$ cat src/rtl/rlc_pkg.sv
package rlc_pkg;

    typedef enum logic {
        SEL_BASE = 1'b0,
        SEL_SIZE = 1'b1
    } cfg_sel_e;

    function automatic logic in_range(input logic [63:0] addr, input logic [63:0] size);
        return addr < size;
    endfunction

endpackage

$ cat src/rtl/rlc_regs.sv
module rlc_regs
    import rlc_pkg::*;
#(
    parameter int LADDR_W = 16,
    parameter int PADDR_W = 20,
    localparam int SIZE_W = LADDR_W + 1
) (
    input  logic               clk,
    input  logic               rst,
    input  logic               cfg_wr,
    input  logic               cfg_sel,
    input  logic [PADDR_W-1:0] cfg_wdata,
    input  logic               cfg_priv,
    output logic [PADDR_W-1:0] base_q,
    output logic [SIZE_W-1:0]  size_q,
    output logic               denied_q
);

    logic wr_ok;
    assign wr_ok = cfg_wr && cfg_priv;

    always_ff @(posedge clk) begin
        if (rst) begin
            base_q   <= '0;
            size_q   <= '0;
            denied_q <= 1'b0;
        end else begin
            denied_q <= cfg_wr && !cfg_priv;
            if (wr_ok && cfg_sel_e'(cfg_sel) == SEL_BASE)
                base_q <= cfg_wdata;
            if (wr_ok && cfg_sel_e'(cfg_sel) == SEL_SIZE)
                size_q <= cfg_wdata[SIZE_W-1:0];
        end
    end

    // a user-mode write leaves both registers untouched and is flagged
    assert_user_write_ignored_R7: assert property (@(posedge clk) disable iff (rst)
        (cfg_wr && !cfg_priv) |=> ($stable(base_q) && $stable(size_q) && denied_q));

    // a privileged write to the size lands in the next cycle
    assert_size_load_R6: assert property (@(posedge clk) disable iff (rst)
        (cfg_wr && cfg_priv && cfg_sel) |=> (size_q == $past(cfg_wdata[SIZE_W-1:0])));

endmodule

$ cat src/rtl/rlc_xlate.sv
module rlc_xlate
    import rlc_pkg::*;
#(
    parameter int LADDR_W = 16,
    parameter int PADDR_W = 20,
    localparam int SIZE_W = LADDR_W + 1
) (
    input  logic               req_valid,
    input  logic [LADDR_W-1:0] req_laddr,
    input  logic [PADDR_W-1:0] base_q,
    input  logic [SIZE_W-1:0]  size_q,
    output logic               grant,
    output logic               fault,
    output logic [PADDR_W-1:0] paddr
);

    logic legal;

    always_comb begin
        legal = in_range(64'(req_laddr), 64'(size_q));
        grant = req_valid && legal;
        fault = req_valid && !legal;
        paddr = grant ? (base_q + PADDR_W'(req_laddr)) : '0;
    end

endmodule

$ cat src/rtl/rlc_outreg.sv
module rlc_outreg #(
    parameter int PADDR_W = 20
) (
    input  logic               clk,
    input  logic               rst,
    input  logic               grant,
    input  logic               fault,
    input  logic [PADDR_W-1:0] paddr,
    output logic               mem_req,
    output logic               trap,
    output logic [PADDR_W-1:0] mem_paddr
);

    always_ff @(posedge clk) begin
        if (rst) begin
            mem_req   <= 1'b0;
            trap      <= 1'b0;
            mem_paddr <= '0;
        end else begin
            mem_req   <= grant;
            trap      <= fault;
            mem_paddr <= grant ? paddr : '0;
        end
    end

    // a trapped access never also strobes memory
    assert_trap_excl_req_R4: assert property (@(posedge clk) disable iff (rst)
        !(mem_req && trap));

    // no address leaks while the strobe is low
    assert_paddr_quiet_R9: assert property (@(posedge clk) disable iff (rst)
        !mem_req |-> (mem_paddr == '0));

endmodule

$ cat src/rtl/rlc_guard.sv
module rlc_guard
    import rlc_pkg::*;
#(
    parameter int LADDR_W = 16,
    parameter int PADDR_W = 20
) (
    input  logic               clk,
    input  logic               rst,
    input  logic               cfg_wr,
    input  logic               cfg_sel,
    input  logic [PADDR_W-1:0] cfg_wdata,
    input  logic               cfg_priv,
    output logic               cfg_denied,
    input  logic               req_valid,
    input  logic [LADDR_W-1:0] req_laddr,
    output logic               mem_req,
    output logic [PADDR_W-1:0] mem_paddr,
    output logic               trap
);

    localparam int SIZE_W = LADDR_W + 1;

    logic [PADDR_W-1:0] base_q;
    logic [SIZE_W-1:0]  size_q;
    logic               grant, fault;
    logic [PADDR_W-1:0] paddr;

    initial begin
        assert_width_fit_R6: assert (PADDR_W >= SIZE_W);
    end

    rlc_regs #(.LADDR_W(LADDR_W), .PADDR_W(PADDR_W)) u_regs (
        .clk(clk), .rst(rst), .cfg_wr(cfg_wr), .cfg_sel(cfg_sel),
        .cfg_wdata(cfg_wdata), .cfg_priv(cfg_priv),
        .base_q(base_q), .size_q(size_q), .denied_q(cfg_denied)
    );

    rlc_xlate #(.LADDR_W(LADDR_W), .PADDR_W(PADDR_W)) u_xlate (
        .req_valid(req_valid), .req_laddr(req_laddr),
        .base_q(base_q), .size_q(size_q),
        .grant(grant), .fault(fault), .paddr(paddr)
    );

    rlc_outreg #(.PADDR_W(PADDR_W)) u_out (
        .clk(clk), .rst(rst), .grant(grant), .fault(fault), .paddr(paddr),
        .mem_req(mem_req), .trap(trap), .mem_paddr(mem_paddr)
    );

    // an idle cycle yields neither strobe nor trap
    assert_idle_quiet_R5: assert property (@(posedge clk) disable iff (rst)
        !req_valid |=> (!mem_req && !trap));

    // every output event answers a request one cycle earlier
    assert_req_answered_R3: assert property (@(posedge clk) disable iff (rst)
        req_valid |=> (mem_req || trap));

endmodule

$ cat config.mk
export PLATFORM = sky130hd
export DESIGN_NAME = rlc_guard
export DESIGN_NICKNAME = d
export VERILOG_FILES = /design/src/rtl/rlc_pkg.sv /design/src/rtl/rlc_regs.sv /design/src/rtl/rlc_xlate.sv /design/src/rtl/rlc_outreg.sv /design/src/rtl/rlc_guard.sv
export SDC_FILE = /design/constraint.sdc
export NUM_CORES = 1
export LEC_CHECK = 0
export ABC_AREA = 1
export BUFFER_PORTS_ARGS = -buffer_cell sky130_fd_sc_hd__buf_2
export CAP_MARGIN = 20
export CORE_UTILIZATION = 55
export CTS_BUF_LIST = sky130_fd_sc_hd__clkbuf_4
export DETAILED_ROUTE_END_ITERATION = 8
export GPL_TIMING_DRIVEN = 0
export PLACE_DENSITY = 0.84
export SYNTH_ARGS = -nofsm -noshare
export SYNTH_HDL_FRONTEND = slang
export SYNTH_SLANG_ARGS = --single-unit
$ cat constraint.sdc
create_clock -name clk -period 4.85 [get_ports clk]
set_input_delay 0 -clock clk [delete_from_list [all_inputs] [get_ports clk]]
set_output_delay 0 -clock clk [all_outputs]
set_load 0.01 [all_outputs]
### Yosys cells after proc, flatten, opt, wreduce, memory -nomap -nowiden

Index checks and enable logic that the tools add are counted.

| storage, ports and cells | value |
|---|---|
| register bits after elaboration | 60 |
| output and inout port bits | 23 |

| operators by class | value |
|---|---|
| bitwise gates (word level) | 2 |
| add/subtract/negate cells | 1 |
| $lt $le $gt $ge | 1 |
| reductions and logical operators | 9 |

Operators by type and width:

| kind | number |
|---|---|
| adder 20 x 16 -> 20 bit | 1 |
| less-than comparator 16 x 17 -> 1 bit | 1 |
| logical AND 1 bit | 6 |
| zero test 1 bit | 2 |
| inverter 1 bit | 2 |
| OR reduction 2 bit | 1 |

### Longest topological paths before layout

| logic depth | value |
|---|---|
| word-level depth | 4 |
| gate-level depth with buffers | 12 |
| gate-level depth less buffers | 11 |

### Modules after synthesis

A second synthesis with hierarchy kept.

| second synthesis, totals | value |
|---|---|
| cells, all modules | 616 |
| area total of the unflattened synthesis | 3848.7 um^2 |

By module, submodules not included:

| module | instances | cells an instance | area an instance (um^2) | sequential area each (um^2) |
|---|---|---|---|---|
| rlc_xlate | 1 | 307 | 1617.8 | 0.0 |
| rlc_regs | 1 | 240 | 1539.0 | 760.7 |
| rlc_outreg | 1 | 69 | 691.9 | 440.4 |

### Worst setup path after synthesis

No wires, ideal clock.

| path | value |
|---|---|
| path kind | reg-to-reg |
| from | register u_regs.base_q[0] |
| to | register u_out.mem_paddr[12] |
| stages on the path, launching flop included | 11 |
| path slack | 3261 ps |
| arrival time | 1474 ps |
| buffers on the path | 0 |
| path through | dfxtp_1 -> ha_1 -> fa_1 -> nand2_1 -> nand3_1 -> nand3_1 -> nand2_2 -> nand3_1 -> nand2_1 -> nand2_1 -> a21oi_2 |

| between the ends | value |
|---|---|
| longest elaborated chain between the ends | 1 |

RTL lines:

| item | line | text |
|---|---|---|
| start, declared | rlc_regs.sv:14 | `output logic [PADDR_W-1:0] base_q,` |
| start signal, assigned | rlc_regs.sv:30 | `base_q <= cfg_wdata;` |
| adder 20 x 16 -> 20 bit | rlc_xlate.sv:23 | `paddr = grant ? (base_q + PADDR_W'(req_laddr)) : '0;` |
| end signal, assigned | rlc_outreg.sv:22 | `mem_paddr <= grant ? paddr : '0;` |
| end, declared | rlc_outreg.sv:11 | `output logic [PADDR_W-1:0] mem_paddr` |

Every way passes these cells.
A chain may end at the register's enable or synchronous reset.

### Worst setup path in the final report

| path | value |
|---|---|
| from | input port cfg_priv |
| to | register u_regs.base_q[10] |

| between the ends | value |
|---|---|
| longest elaborated chain between the ends | 2 |

RTL lines:

| item | line | text |
|---|---|---|
| start, declared | rlc_guard.sv:12 | `input logic cfg_priv,` |
| logical AND 1 bit | rlc_regs.sv:20 | `assign wr_ok = cfg_wr && cfg_priv;` |
| logical AND 1 bit | rlc_regs.sv:29 | `if (wr_ok && cfg_sel_e'(cfg_sel) == SEL_BASE)` |

Every way passes these cells.

==> flow_summary.toml <==
[logic_synthesis]
yosysSeqAreaShare_pct = 34.0
ys_types = 32
synth-edff-count = 0
ys_ff_latch = 60
synth_top_area_share_pct = 34.0
synth.area.top_cells = "dfxtp_1, ha_1, nand2_1"
syn_area_mm2 = 0.00353
ys.flop_type = "dfxtp_1"
yosys_warnings = 0
synth_nets = 569
synthCells = 495
synth_top_area_cell = "dfxtp_1"
avgSynthCellArea_um2 = 7.14
synthArstFlopShare_pct = 0

[timing]
fin_crit_sh_pct = 39.8
hold_viol_final = 0
fmaxAchievable_mhz = 519
drv_slew = 0
fin_worst_skew_ns = 0.0195
slew_headroom_pct = 64.7
setup_viol = 0
rsz0062_at_grt = "no"
timing.final.ws_setup_ns = 2.92
tightest_slew_ns = 0.529
finalSetupTns_ns = 0
period_minus_slack_ns = 1.93

[worst_setup_path]
rr_endpoint = "u_out.mem_paddr[16]"
reg2regPathDepth = 10
rr_startpoint = "u_regs.base_q[0]"
r2r_setup_slack_ns = 3.03
crit_end = "u_regs.base_q[10]"
start_kind = "input port"
startpoint = "cfg_priv"
critPathArrivalTime_ns = 2.25
endpoint_kind = "flop"
critPathKind = "in -> reg"
worstPathMaxFanout = 10
required_ns = 5.17

[power_and_ir_drop]
p_int_uw = 871
swShare_pct = 28.6
p_leak_nw = 2.24
pwr-share-seq_pct = 43.1
p_switching_uw = 349
powerDensity_mw_per_mm2 = 277
peakVddDrop_mv = 0.239
power_frac_clock_pct = 36.4
p_comb_share_pct = 20.4

[detailed_routing]
wl_per_cell_um = 12.8
first_iter_violations = 162
drt-total-wl_um = 8640
drt_first_pass_iters = 5
vias = 3482
drtAntennaViolNets = 0
avgViaCountPerCell = 5.14
drc = 0

[finish]
area_growth_pct = 24.5
layout_common_cells = "nand2_1, buf_2, inv_1, nor2_1, dfxtp_1"
nNetsFinal = 672
drive_gt1_share_pct = 23.6
layout_commonest_cell = "nand2_1"
fin_cells = 677
antenna_cells = 0

[placement]
place.gp.congestion = 0.941
hpwl_um = 6420
pre_cts_slack_ns = 3.07
port_buffers = 64
placed_cells = 634

[clocking]
cts-root-buf = "clkbuf_4"
path_clk_slew_ns = 0.11
cts_tree = "done"
ctsHtreeMaxLevel = 3
cts_sinks = 60
cts-buffers-inserted = 9
ctsResizeCount = 0
clk_latency_ns = 0.42
post_cts.repair.setup_buffers = 0
clk_path_buf_depth = 2

[grt]
gr-total-overflow = 0
grtUsageTotal_pct = 28.3
grt_pass1_vias = 3239
antenna_found_initial = 0
grt_pass1_wl_um = 14200
grt_start_max_net_pins = 11

[die]
dieArea_mm2 = 0.00675
std_cell_rows = 28
core-area_mm2 = 0.00606
initial_core_util_pct = 58.3
die_x_um = 82.2
fp.dieH_um = 82.2
ios = 65

[hold_path]
hp-class = "in -> reg"

[run_status]
status = "finished, final reports clean"

[job]
maxCapViolations = 0
## critical path: stages
cell	delay, ns
dlygate4sd3_1	0.53
buf_2	0.12
nand2_1	0.06
nor2_2	0.26
inv_1	0.18
clkbuf_1	0.29
nor2_1	0.17
nor2_1	0.07
dlygate4sd3_1	0.56
## layer usage
layer | vias to the layer above | routed length (um) | GRT usage [%]
li1 | 1777 | - | -
met1 | 1573 | 3860 | 35.1
met2 | 110 | 4100 | 46.5
met3 | 22 | 474 | 6.26
met4 | 0 | 204 | 13.0
met5 | - | 0 | 0
## cell usage after synthesis, types with 2 or more instances
cell type  count
nor2_2         7
inv_1         64
nor2_4         4
nand2_2       16
dfxtp_1       60
a21oi_2       12
nand3_1       19
o21ai_0       40
inv_2          8
ha_1          31
nand3_2        7
nand2_1       97
xor2_1         7
nor2_1        60
clkbuf_1       7
a21oi_1       37
or2_2          2
nor3_2         3
## how the worst min path moves through the flow
stage / startpoint / endpoint / slack, ns / cells past startpoint
after floorplan: cfg_priv / u_regs.denied_q / 0.07 / 1
after global placement: cfg_priv / u_regs.denied_q / 0.19 / 2
after detailed placement: cfg_priv / u_regs.denied_q / 0.20 / 2
after CTS: req_laddr[0] / u_out.trap / 0.01 / 3
after global routing: req_laddr[0] / u_out.trap / 0.004 / 3
final: req_laddr[0] / u_out.trap / 0.008 / 3
## power by group through the flow
stage	logic, mW	clock network (mW)	registers (mW)
2_1_floorplan	0.156	0	0.539
3_3_place_gp	0.221	0	0.536
3_5_place_dp	0.227	0	0.537
4_1_cts	0.246	0.445	0.526
5_1_grt	0.280	0.468	0.529
6_report	0.249	0.444	0.526
## cell families (layout without fill, tap and decap cells)
group / count (synthesis) / count (layout) / synth area share [%]
simple gates: 218 / 218 / 28.6
compound gates: 93 / 93 / 14.6
buf+inv: 84 / 191 / 9.31
flops: 60 / 60 / 34.0
fa+ha+maj: 32 / 32 / 11.5
xor+xnor: 8 / 8 / 1.98
## area by class of cell
type	count	area [um^2]
Clock buffer	9	67.6
Multi-Input combinational cell	351	2000
Tap cell	75	93.8
Sequential cell	60	1200
Buffer	12	58.8
Inverter	72	270
Clock inverter	6	104
Fill cell	500	1660
Timing Repair Buffer	92	601
## per-stage QoR
stage | hold slack (ns) | util, % | area (um^2) | power (mW)
2_1_floorplan | 0.0720 | - | 3530 | 0.695
3_3_place_gp | 0.188 | 65.2 | 3950 | 0.758
3_5_place_dp | 0.198 | 65.2 | 3950 | 0.764
4_1_cts | 0.0100 | 72.6 | 4400 | 1.22
5_1_grt | 0.00383 | 72.6 | 4400 | 1.28
6_report | 0.00848 | 72.6 | 4400 | 1.22
## state kept, by name (all words and copies together), names as in the netlist
register / count
u_out.mem_req: 1
u_regs.size_q: 17
u_out.mem_paddr: 20
u_out.trap: 1
u_regs.base_q: 20
u_regs.denied_q: 1
## timing repair
item,in CTS,in global routing
endpoints found under the hold margin,39,0
endpoints found under the setup margin,0,0
hold buffers,28,0
Power figures use the tool's default switching activity.
